==> config.mk <==
export PLATFORM = sky130hd
export DESIGN_NAME = cu_ctrl
export DESIGN_NICKNAME = d
export VERILOG_FILES = /design/src/rtl/cu_pkg.sv /design/src/rtl/cu_phase_ctl.sv /design/src/rtl/cu_operand_hold.sv /design/src/rtl/cu_result_hold.sv /design/src/rtl/cu_ctrl.sv
export SDC_FILE = /design/constraint.sdc
export NUM_CORES = 1
export LEC_CHECK = 0
export ABC_CLOCK_PERIOD_IN_PS = 1250
export BUFFER_PORTS_ARGS = -buffer_cell sky130_fd_sc_hd__buf_2
export CAP_MARGIN = 20
export CORE_MARGIN = 1
export CORE_UTILIZATION = 41
export DETAILED_ROUTE_END_ITERATION = 12
export PLACE_DENSITY = 0.79
export REMOVE_ABC_BUFFERS = 1
export SETUP_SLACK_MARGIN = 0.3
export SLEW_MARGIN = 20
export SYNTH_ARGS = -nofsm -noshare
export SYNTH_HDL_FRONTEND = slang
export SYNTH_SLANG_ARGS = --single-unit
==> constraint.sdc <==
create_clock -name clk -period 1.25 [get_ports clk]
set_input_delay 0.25 -clock clk [delete_from_list [all_inputs] [get_ports clk]]
set_output_delay 0.25 -clock clk [all_outputs]
set_load 0.05 [all_outputs]
==> src/rtl/cu_pkg.sv <==
// Package: shared types for the computational unit controller.
// Assumes: nothing beyond IEEE 1800-2017.
package cu_pkg;
    // The three cyclically linked phase flags.
    typedef struct packed {
        logic issued;   // an instruction is held
        logic rd_pend;  // waiting for go-read
        logic wr_pend;  // waiting for go-write
    } cu_flags_t;

    localparam cu_flags_t CU_IDLE = '{issued: 1'b0, rd_pend: 1'b0, wr_pend: 1'b0};
endpackage

==> src/rtl/cu_phase_ctl.sv <==
// Module: phase control of one computational unit.
// Holds the issued / read-pending / write-pending flags plus a handoff-done
// flag, all in flip-flops. Produces the handshake strobes used by the
// operand and result holders.
// Assumes: synchronous active-low reset; kill has top priority.
module cu_phase_ctl
    import cu_pkg::*;
(
    input  logic clk,
    input  logic rst_n,
    input  logic issue_i,
    input  logic go_rd_i,
    input  logic go_wr_i,
    input  logic go_die_i,
    input  logic fu_ready_i,
    input  logic fu_res_valid_i,
    output logic busy_o,
    output logic rd_req_o,
    output logic wr_req_o,
    output logic fu_valid_o,
    output logic accept_o,
    output logic rd_grant_o,
    output logic res_take_o
);
    cu_flags_t flags_q, flags_d;
    logic      sent_q, sent_d;
    logic      fire;
    logic      wr_done;

    // Decode the handshake strobes from the current flags.
    always_comb begin
        accept_o   = issue_i & ~flags_q.issued & ~go_die_i;
        rd_grant_o = flags_q.rd_pend & go_rd_i;
        fu_valid_o = rd_grant_o
                   | (flags_q.issued & ~flags_q.rd_pend & ~flags_q.wr_pend & ~sent_q);
        fire       = fu_valid_o & fu_ready_i;
        res_take_o = fu_res_valid_i & flags_q.issued & ~flags_q.wr_pend & (sent_q | fire);
        wr_done    = flags_q.wr_pend & go_wr_i;
    end

    // Next-state logic: forward-only transitions, kill overrides all.
    always_comb begin
        flags_d = flags_q;
        sent_d  = sent_q;
        if (go_die_i) begin
            flags_d = CU_IDLE;
            sent_d  = 1'b0;
        end else begin
            if (accept_o) begin
                flags_d.issued  = 1'b1;
                flags_d.rd_pend = 1'b1;
                sent_d          = 1'b0;
            end
            if (rd_grant_o) flags_d.rd_pend = 1'b0;
            if (fire)       sent_d          = 1'b1;
            if (res_take_o) flags_d.wr_pend = 1'b1;
            if (wr_done) begin
                flags_d = CU_IDLE;
                sent_d  = 1'b0;
            end
        end
    end

    // Phase register update.
    always_ff @(posedge clk) begin
        if (!rst_n) begin
            flags_q <= CU_IDLE;
            sent_q  <= 1'b0;
        end else begin
            flags_q <= flags_d;
            sent_q  <= sent_d;
        end
    end

    // Outputs that follow the flags directly.
    assign busy_o   = flags_q.issued;
    assign rd_req_o = flags_q.rd_pend;
    assign wr_req_o = flags_q.wr_pend;
endmodule

==> src/rtl/cu_operand_hold.sv <==
// Module: opcode and operand holding registers.
// Latches the opcode on issue acceptance and each source operand on the
// read grant; in the grant cycle the live register-file values pass
// straight through so a single-stage function unit sees them at once.
// Assumes: strobes come from cu_phase_ctl.
module cu_operand_hold #(
    parameter int OPW  = 4,
    parameter int DW   = 16,
    parameter int NSRC = 2
) (
    input  logic                clk,
    input  logic                rst_n,
    input  logic                accept_i,
    input  logic                rd_grant_i,
    input  logic [OPW-1:0]      opcode_i,
    input  logic [NSRC*DW-1:0]  src_i,
    output logic [OPW-1:0]      fu_op_o,
    output logic [NSRC*DW-1:0]  fu_src_o
);
    logic [OPW-1:0] op_q;

    // Opcode register, loaded once per instruction.
    always_ff @(posedge clk) begin
        if (!rst_n)        op_q <= '0;
        else if (accept_i) op_q <= opcode_i;
    end
    assign fu_op_o = op_q;

    for (genvar k = 0; k < NSRC; k++) begin : g_src
        logic [DW-1:0] src_q;

        // Operand k register, loaded on the read grant.
        always_ff @(posedge clk) begin
            if (!rst_n)          src_q <= '0;
            else if (rd_grant_i) src_q <= src_i[k*DW +: DW];
        end

        // Operand k to the function unit: live in grant cycle, held after.
        assign fu_src_o[k*DW +: DW] = rd_grant_i ? src_i[k*DW +: DW] : src_q;
    end
endmodule

==> src/rtl/cu_result_hold.sv <==
// Module: result register feeding the register-file write port.
// Assumes: take strobe is high only once per instruction.
module cu_result_hold #(
    parameter int DW = 16
) (
    input  logic          clk,
    input  logic          rst_n,
    input  logic          take_i,
    input  logic [DW-1:0] res_i,
    output logic [DW-1:0] wr_data_o
);
    logic [DW-1:0] res_q;

    // Capture the function-unit result when it is taken.
    always_ff @(posedge clk) begin
        if (!rst_n)      res_q <= '0;
        else if (take_i) res_q <= res_i;
    end
    assign wr_data_o = res_q;
endmodule

==> src/rtl/cu_ctrl.sv <==
// Module: top of the computational unit controller.
// Connects the phase control, the operand holder and the result holder.
// Assumes: dependency matrices drive go_rd_i / go_wr_i only against the
// matching request; the function unit honours fu_valid_o / fu_ready_i.
module cu_ctrl #(
    parameter int OPW  = 4,
    parameter int DW   = 16,
    parameter int NSRC = 2
) (
    input  logic                clk,
    input  logic                rst_n,
    input  logic                issue_i,
    input  logic [OPW-1:0]      opcode_i,
    output logic                busy_o,
    output logic                rd_req_o,
    input  logic                go_rd_i,
    input  logic [NSRC*DW-1:0]  src_i,
    output logic                fu_valid_o,
    input  logic                fu_ready_i,
    output logic [OPW-1:0]      fu_op_o,
    output logic [NSRC*DW-1:0]  fu_src_o,
    input  logic                fu_res_valid_i,
    input  logic [DW-1:0]       fu_res_i,
    output logic                wr_req_o,
    input  logic                go_wr_i,
    output logic [DW-1:0]       wr_data_o,
    input  logic                go_die_i
);
    logic accept;
    logic rd_grant;
    logic res_take;

    // Phase flags and handshake strobes.
    cu_phase_ctl i_phase (
        .clk            (clk),
        .rst_n          (rst_n),
        .issue_i        (issue_i),
        .go_rd_i        (go_rd_i),
        .go_wr_i        (go_wr_i),
        .go_die_i       (go_die_i),
        .fu_ready_i     (fu_ready_i),
        .fu_res_valid_i (fu_res_valid_i),
        .busy_o         (busy_o),
        .rd_req_o       (rd_req_o),
        .wr_req_o       (wr_req_o),
        .fu_valid_o     (fu_valid_o),
        .accept_o       (accept),
        .rd_grant_o     (rd_grant),
        .res_take_o     (res_take)
    );

    // Opcode and operands toward the function unit.
    cu_operand_hold #(.OPW(OPW), .DW(DW), .NSRC(NSRC)) i_opnd (
        .clk        (clk),
        .rst_n      (rst_n),
        .accept_i   (accept),
        .rd_grant_i (rd_grant),
        .opcode_i   (opcode_i),
        .src_i      (src_i),
        .fu_op_o    (fu_op_o),
        .fu_src_o   (fu_src_o)
    );

    // Result toward the register-file write port.
    cu_result_hold #(.DW(DW)) i_res (
        .clk       (clk),
        .rst_n     (rst_n),
        .take_i    (res_take),
        .res_i     (fu_res_i),
        .wr_data_o (wr_data_o)
    );
endmodule

==> impl_metrics.py, run 1 <==
metrics = {
    "setup_path": {
        "endpoint_kind": "output port",
        "crit_path_start": "i_phase.rd_req_o$_SDFFE_PP0P_",
        "path_class": "reg2out",
        "path_cells": "nand2_8, buf_16, mux2_4, buf_6",
        "start_kind": "register",
        "crit_slowest_cell": "dfxtp_4",
        "r2r_start": "i_phase.rd_req_o$_SDFFE_PP0P_",
        "critPathRequiredTime_ns": 1.00,
        "reg2regPathDepth": 8,
        "critPathMaxStageDelay_ns": 0.38,
        "crit_path_max_fanout": 10,
        "critPathArrivalTime_ns": 1.46,
    },
    "power": {
        "powerDensity_mw_per_mm2": 953,
        "power.internal_mw": 2.91,
        "p_comb_frac": 0.167,
        "p_leak_nw": 1.91,
        "p_sw_mw": 0.948,
        "total_power_mw": 3.86,
        "ir_worst_vdd_mv": 0.495,
        "p_sw_frac": 0.246,
        "p_clk_frac": 0.357,
        "pwr-share-seq": 0.476,
    },
    "sta": {
        "min_period_over_period": 1.37,
        "setup_viol": 54,
        "rsz0062_at_grt": "true",
        "fin_crit_ns": 1.71,
        "final-hold-violation-count": 0,
        "fin_setup_tns_ns": -18.47,
        "worstMarginPinSlew_ns": 0.306,
        "slew_headroom": 0.795,
        "worst_slack_ns": -0.458,
        "drv_slew": 0,
        "max_freq_mhz": 586,
        "skew_ns": 0.00957,
    },
    "synth": {
        "ys_ff_latch": 56,
        "syn_area_per_cell_sq_um": 11.1,
        "synth.distinct_cells": 24,
        "synth_warnings": 0,
        "yosys.area.top_type_share": 0.485,
        "seq_area_frac_synth": 0.485,
        "yosys.area.top_type": "dfxtp_1",
        "syn_area_sq_mm": 0.00231,
        "synthTopCellsByArea": "dfxtp_1 48%, mux2_4 16%, and2_1 8.9%, mux2i_1 6.9%, nand2_1 6.5%",
        "syn_inst": 209,
    },
    "drt": {
        "wl_per_cell_microns": 16.6,
        "vias": 1996,
        "via_per_inst": 4.82,
        "drt_iter0_markers": 65,
        "drc": 0,
        "wl_microns": 6870,
        "dr.pass1.iters": 4,
        "ant_nets": 0,
    },
    "cts": {
        "clock_latency_ns": 0.31,
        "holdBufCountCts": 0,
        "clock_path_buffers": 2,
        "numCtsBuffers": 5,
        "cts_root_buffer": "clkbuf_8",
        "clock-sinks": 56,
        "htree_levels": 2,
        "cts.clk_slew.worst_paths_ns": 0.10,
        "tritoncts": "done",
    },
    "placement": {
        "port_buffers": 115,
        "dp_hpwl_microns": 3660,
        "post-place-cells": 395,
        "place_congestion": 0.836,
        "place_area_sq_mm": 0.00303,
    },
    "floorplan": {
        "num_rows": 26,
        "core-area_sq_mm": 0.00527,
        "ioPinCount": 116,
        "die_y_microns": 77.1,
        "die_x_microns": 77.1,
        "start_util": 0.439,
        "die_area_sq_mm": 0.00594,
    },
    "layout": {
        "fillCellCount": 309,
        "drive_above_1_share": 0.706,
        "fin_util": 0.768,
        "n_antenna_cell": 0,
        "final_cell_area_sq_mm": 0.00405,
        "final_common_cell": "buf_2",
        "fin_cells": 414,
        "area_delta_synth_final_pct": 74.9,
        "final_nets": 404,
        "mostFrequentLayoutCells": "59 x buf_2, 37 x buf_6, 33 x dfxtp_1",
    },
    "global_route": {
        "grt_pass1_wl_microns": 9980,
        "antenna_found_initial": 0,
        "overflow": 0,
        "grt_pass1_vias": 2003,
        "grt_max_degree": 55,
        "grtUsageTotal": 0.217,
    },
    "run_status": {
        "violations": "setup timing",
        "status": "complete, but fails checks",
    },
    "run": {
        "maxCapViolCount": 0,
    },
    "hold_path": {
        "hold_depth": 3,
        "hold_path.class": "in2reg",
        "min_from": "opcode_i[3]",
    },
}
power groups by stage:
stage | Clock, mW | Sequential, mW | Combinational [mW]
3_3_place_gp | 0 | 1.87 | 0.465
4_1_cts | 1.40 | 1.83 | 0.586
3_5_place_dp | 0 | 1.87 | 0.475
5_1_grt | 1.47 | 1.84 | 0.675
2_1_floorplan | 0 | 1.93 | 0.209
6_report | 1.37 | 1.84 | 0.644
sequential cells by signal, indices dropped and copies added (netlist names):
signal	count
i_phase.busy_o	1
i_phase.sent_q	1
i_opnd.fu_op_o	4
i_opnd.g_src.src_q	32
i_phase.wr_req_o	1
i_phase.rd_req_o	1
i_res.wr_data_o	16
cells in the mapped netlist:
cell type and n:
o41ai_1 1, nor2b_1 1, and3_1 1, a21oi_2 1, a211oi_1 1, nand2_1 40, mux2i_1 16, and2_1 33
mux2_2 8, nor4b_2 1, nand3_1 1, dfxtp_1 56, o21a_1 2, a21oi_1 4, inv_1 3, clkbuf_1 6
a22oi_1 1, nand2_2 1, buf_6 4, nand2b_2 1, buf_2 1, buf_12 1, o21ai_0 1, mux2_4 24
stage by stage:
stage | hold WS, ns | worst slack, ns
after detailed placement | 0.443 | -0.255
after floorplan | 0.360 | -1.83
after global routing | 0.152 | -0.504
after CTS | 0.150 | -0.506
final | 0.167 | -0.458
after global placement | 0.439 | -0.234
final timing paths:
kind | endpoint | slack, ns
max | fu_src_o[22] | -0.46
min | i_opnd.fu_op_o[3]$_SDFFE_PN0P_ | 0.17
max reg2reg | i_res.wr_data_o[7]$_SDFFE_PN0P_ | -0.33
min reg2reg | i_res.wr_data_o[1]$_SDFFE_PN0P_ | 0.47
worst max-delay path: cells and delay by family, from the launching register on:
family / cells / cell delay, ns
DFF: 1 / 0.38
buffers and inverters: 2 / 0.32
muxes: 1 / 0.32
and+or+nand+nor: 1 / 0.12
metal layers:
metal | wire length, microns | GRT usage | part of all wire | vias up
met5 | 0 | 0 | 0 | -
li1 | - | - | - | 952
met3 | 429 | 0.0643 | 0.062 | 13
met2 | 3670 | 0.421 | 0.53 | 89
met4 | 131 | 0.0566 | 0.019 | 0
met1 | 2640 | 0.224 | 0.38 | 942
cells by family after synthesis:
family          synth area share
compound gates            0.0314
simple gates               0.175
flops                      0.485
mux                        0.264
buf+inv                   0.0449
timing repair:
action,4_1_cts,5_1_grt
pin swaps,0,14
endpoints found under the setup margin,112,112
resized for setup,177,55
setup buffers,2,6
gates cloned,3,1
endpoints found under the hold margin,0,0
final cells by class:
class / count / area [sq um] / area share
Timing Repair Buffer: 140 / 1380 / 0.341
Multi-Input combinational cell: 138 / 1280 / 0.316
Sequential cell: 56 / 1150 / 0.285
Tap cell: 70 / 87.6 / 0.0217
Clock buffer: 5 / 68.8 / 0.0170
Clock inverter: 2 / 60.1 / 0.0148
Inverter: 3 / 13.8 / 0.00340
No activity file was read; power rests on OpenSTA's default activity.
==> run 2: changes to the inputs <==
- PLACE_DENSITY: 0.79 -> 0.78
- SYNTH_HIERARCHICAL: unset -> 1
==> impl_metrics.py, run 2 <==
metrics = {
    "sta": {
        "final-hold-violation-count": 0,
        "min_period_over_period": 1.47,
        "rsz0062_at_grt": "true",
        "skew_ns": 0.00525,
        "worst_slack_ns": -0.588,
        "worstMarginPinSlew_ns": 0.295,
        "slew_headroom": 0.802,
        "max_freq_mhz": 544,
        "drv_slew": 0,
        "fin_crit_ns": 1.84,
        "setup_viol": 80,
    },
    "floorplan": {
        "ioPinCount": 116,
        "start_util": 0.428,
        "num_rows": 27,
        "core-area_sq_mm": 0.00554,
        "die_area_sq_mm": 0.00609,
        "die_x_microns": 78.1,
        "die_y_microns": 78.1,
    },
    "synth": {
        "yosys.area.top_type": "dfxtp_1",
        "yosys-top-cells-count": "56 x dfxtp_1, 30 x and2_1, 30 x mux2_4, 20 x mux2i_1, 20 x nor2b_1",
        "synth_warnings": 6,
        "yosys.area.top_type_share": 0.473,
        "synth.distinct_cells": 25,
        "seq_area_frac_synth": 0.473,
        "ys_ff_latch": 56,
        "syn_area_per_cell_sq_um": 12.4,
        "synthTopCellsByArea": "dfxtp_1 47%, mux2_4 19%, mux2i_1 8.4%, and2_1 7.9%, nor2b_1 5.3%",
        "synthArstFlopShare": 0,
        "post-synth-top-count-cell": "dfxtp_1",
        "syn_area_sq_mm": 0.00237,
        "synth_edf_count": 0,
        "syn_inst": 191,
        "synthFlopType": "dfxtp_1",
    },
    "placement": {
        "dp_hpwl_microns": 3420,
        "port_buffers": 115,
        "post-place-cells": 376,
        "place_congestion": 0.726,
    },
    "global_route": {
        "grtUsageTotal": 0.187,
        "antenna_found_initial": 0,
        "grt_use_met1": 0.200,
        "grt_max_degree": 36,
        "grt_pass1_vias": 1921,
        "overflow": 0,
        "grt-busiest-layer": "met2",
        "grt_pass1_wl_microns": 8860,
        "met2_usage": 0.354,
        "grtUsageMet3": 0.0442,
    },
    "layout": {
        "regMostFlops": "i_opnd/g_src.src_q",
        "n_antenna_cell": 0,
        "fin_util": 0.737,
        "final_common_cell": "buf_2",
        "largest_register_ffs": 32,
        "area_delta_synth_final_pct": 72.0,
        "fin_cells": 405,
        "drive_above_1_share": 0.733,
        "mostFrequentLayoutCells": "59 x buf_2, 34 x buf_6, 33 x dfxtp_1",
        "final_nets": 392,
        "fillCellCount": 373,
    },
    "cts": {
        "cts.clk_slew.worst_paths_ns": 0.10,
        "holdBufCountCts": 0,
        "cts_root_buffer": "clkbuf_8",
        "numCtsBuffers": 5,
        "tritoncts": "done",
        "clock_path_buffers": 2,
        "clock_latency_ns": 0.31,
        "htree_levels": 2,
        "clock-sinks": 56,
    },
    "drt": {
        "drc": 0,
        "dr.pass1.iters": 4,
        "drt_iter0_markers": 30,
        "vias": 1889,
        "ant_nets": 0,
        "via_per_inst": 4.66,
        "wl_microns": 6230,
        "wl_per_cell_microns": 15.4,
    },
    "setup_path": {
        "critPathArrivalTime_ns": 1.59,
        "critPathMaxStageDelay_ns": 0.34,
        "crit_path_max_fanout": 5,
        "critPathRequiredTime_ns": 1.00,
        "endpoint_kind": "output port",
        "path_cells": "and2_4, buf_12, clkbuf_16, mux2_4, buf_6",
        "path_class": "reg2out",
        "start_kind": "register",
        "crit_slowest_cell": "dfxtp_2",
    },
    "run_status": {
        "violations": "setup timing",
        "status": "complete, but fails checks",
    },
    "power": {
        "powerDensity_mw_per_mm2": 900,
        "ir_worst_vdd_mv": 0.580,
        "p_leak_nw": 1.79,
    },
    "run": {
        "maxCapViolCount": 0,
    },
    "hold_path": {
        "hold_path.class": "in2reg",
    },
}
## run 2: timing repair
item / in CTS / in global routing
pin swaps: 16 / 5
buffers inserted: 9 / 8
endpoints found under the setup margin: 111 / 112
gates resized for setup: 185 / 30
hold endpoints to repair: 0 / 0
gates cloned: 3 / 1
## run 2: through the flow
step	hold WS (ns)	setup WS [ns]	area, sq um	TNS, ns	power [mW]
final	0.201	-0.588	4080	-28.09	3.67
after floorplan	0.366	-2.73	2250	-107.65	2.10
after global placement	0.471	-0.350	3050	-19.68	2.28
after CTS	0.178	-0.579	3900	-27.84	3.67
after detailed placement	0.492	-0.427	3050	-22.70	2.28
after global routing	0.203	-0.624	4080	-30.67	3.80
## run 2: power by group
group	internal (mW)	switching (mW)	leakage [nW]
clock network	0.707	0.572	0.0645
registers	1.81	0.0154	0.464
logic	0.286	0.283	1.26
## run 2: layer usage
layer / vias to the layer above / wire, microns
li1: 914 / -
met1: 895 / 2390
met2: 73 / 3420
met3: 7 / 354
met4: 0 / 67
met5: - / 0
## run 2: layout make-up
type,instances,area (sq um),share of cell area
clock inverters,1,30.0,0.00736
well taps,72,90.1,0.0221
inverters,1,3.75,0.000920
multi-input cells,123,1260,0.309
repair buffers,145,1450,0.354
clock buffers,7,96.3,0.0236
flip-flops and latches,56,1150,0.282
## run 2: critical path: cells and delay by family (launching register included)
family	cells	cell delay [ns]
buffers and inverters	3	0.43
DFF	1	0.34
muxes	1	0.32
and+or+nand+nor	1	0.20
## run 2: path summary, 6_finish.rpt
kind / from / cells past startpoint / slack [ns] / end
setup / recovery: i_phase/rd_req_o$_SDFFE_PP0P_ / 5 / -0.59 / fu_src_o[2]
hold / removal: fu_res_i[7] / 3 / 0.20 / i_res/wr_data_o[7]$_SDFFE_PN0P_
setup reg to reg: i_phase/rd_req_o$_SDFFE_PP0P_ / 8 / -0.56 / i_res/wr_data_o[5]$_SDFFE_PN0P_
hold reg to reg: i_res/wr_data_o[1]$_SDFFE_PN0P_ / 2 / 0.54 / i_res/wr_data_o[1]$_SDFFE_PN0P_
## run 2: kinds of logic after synthesis
logic type	count (synthesis)	synth area share
and+or+nand+nor	65	0.176
DFF	56	0.473
buffers and inverters	12	0.0527
muxes	52	0.284
AOI/OAI and AO/OA	6	0.0148
==> run 3: changes to the inputs <==
- REMOVE_ABC_BUFFERS: 1 -> unset
- SLEW_MARGIN: 20 -> unset
==> impl_metrics.py, run 3 (synthesis results as in run 2) <==
metrics = {
    "run_status": {
        "status": "complete, but fails checks",
        "violations": "setup timing",
    },
    "drt": {
        "dr.pass1.iters": 4,
        "wl_met2_microns": 3510,
        "drc": 0,
        "drt_iter0_markers": 47,
        "wl_per_cell_microns": 15.5,
        "ant_nets": 0,
        "wl_met1_microns": 2470,
        "via_per_inst": 4.66,
        "vias": 1934,
        "routed-wl-met3_microns": 318,
        "routed.top_layer": "met4",
        "wl_microns": 6430,
    },
    "layout": {
        "final_nets": 402,
        "fillCellCount": 343,
        "largest_register_ffs": 32,
        "mostFrequentLayoutCells": "59 x buf_2, 41 x buf_8, 38 x buf_6",
        "multi_input_area_sq_mm": 0.00125,
        "n_antenna_cell": 0,
        "final_common_cell": "buf_2",
        "regMostFlops": "i_opnd/g_src.src_q",
        "drive_above_1_share": 0.743,
        "fin_util": 0.751,
        "final-seq-area_sq_mm": 0.00116,
        "area_delta_synth_final_pct": 75.5,
    },
    "cts": {
        "cts.clk_slew.worst_paths_ns": 0.10,
        "tritoncts": "done",
        "numCtsBuffers": 5,
        "clock-sinks": 56,
        "htree_levels": 2,
        "clock_latency_ns": 0.30,
        "clock_path_buffers": 2,
        "cts_root_buffer": "clkbuf_8",
        "holdBufCountCts": 0,
    },
    "floorplan": {
        "core-area_sq_mm": 0.00554,
        "ioPinCount": 116,
        "num_rows": 27,
        "start_util": 0.428,
        "die_area_sq_mm": 0.00609,
        "die_y_microns": 78.1,
        "die_x_microns": 78.1,
    },
    "global_route": {
        "antenna_found_initial": 0,
        "grt_pass1_vias": 1989,
        "grt_max_degree": 30,
        "overflow": 0,
        "grt_pass1_wl_microns": 9540,
        "grtUsageTotal": 0.202,
    },
    "power": {
        "ir_worst_vdd_mv": 0.769,
        "p_leak_nw": 1.84,
        "powerDensity_mw_per_mm2": 806,
    },
    "setup_path": {
        "start_kind": "register",
        "crit_path_max_fanout": 5,
        "ff2ff_setup_slack_ns": -0.60,
        "critPathRequiredTime_ns": 1.00,
        "endpoint_kind": "output port",
        "critPathArrivalTime_ns": 1.60,
        "path_class": "reg2out",
        "crit_path_start": "i_phase/rd_req_o$_SDFFE_PP0P_",
        "r2r_start": "i_phase/rd_req_o$_SDFFE_PP0P_",
    },
    "sta": {
        "worst_slack_ns": -0.604,
        "hold_ws_ns": 0.184,
        "fin_setup_tns_ns": -33.49,
        "max_freq_mhz": 539,
        "slew_headroom": 0.829,
        "worstMarginPinSlew_ns": 0.257,
        "setup_viol": 84,
        "drv_slew": 0,
        "final-hold-violation-count": 0,
        "fin_crit_ns": 1.85,
        "rsz0062_at_grt": "true",
        "skew_ns": 0.0108,
        "min_period_over_period": 1.48,
    },
    "placement": {
        "dp_hpwl_microns": 3440,
        "place_congestion": 0.753,
        "port_buffers": 115,
        "pre_cts_ws_ns": -0.351,
    },
    "hold_path": {
        "hold_path.class": "in2reg",
        "min_from": "issue_i",
    },
    "synth": {
        "syn_nets": 251,
    },
    "run": {
        "maxCapViolCount": 0,
    },
}
-- run 3: report_power, final --
group / switching [mW] / internal, mW
Clock: 0.556 / 0.395
Combinational: 0.282 / 0.301
Sequential: 0.0150 / 1.80
Total: 0.853 / 2.50
-- run 3: final timing paths --
check                                      to  depth (start not counted)
min               i_phase/busy_o$_SDFFE_PP0P_                          3
max reg2reg   i_res/wr_data_o[4]$_SDFFE_PN0P_                          8
max                              fu_src_o[25]                          5
min reg2reg  i_res/wr_data_o[10]$_SDFFE_PN0P_                          2
-- run 3: timing repair --
action,in CTS,in global routing
hold endpoints to repair,0,0
resized for setup,192,40
buffers inserted,11,14
endpoints found under the setup margin,111,112
cloned,3,0
pin swaps,13,0
-- run 3: worst max-delay path: stages, from the launching register on --
cell,delay [ns]
dfxtp_4,0.36
and2_4,0.19
buf_12,0.14
buf_16,0.13
mux2_4,0.32
buf_8,0.16
-- run 3: final cells by class --
| class | count | area share |
|---|---|---|
| repair buffers | 155 | 0.379 |
| well taps | 72 | 0.0216 |
| clock buffers | 6 | 0.0174 |
| clock inverters | 2 | 0.00271 |
| inverters | 1 | 0.000902 |
| flip-flops and latches | 56 | 0.278 |
| multi-input cells | 123 | 0.301 |
-- run 3: metal layers --
metal	track usage	vias up
met4	0.0667	0
met1	0.220	912
met3	0.0407	12
met5	0	-
met2	0.387	79
li1	-	931
-- run 3: stage by stage --
stage,std cells,power [mW],cell area (sq um)
6_report,415,3.35,4160
4_1_cts,401,3.34,3930
3_5_place_dp,379,2.28,3080
5_1_grt,415,3.48,4160
2_1_floorplan,191,2.13,2410
3_3_place_gp,379,2.27,3080
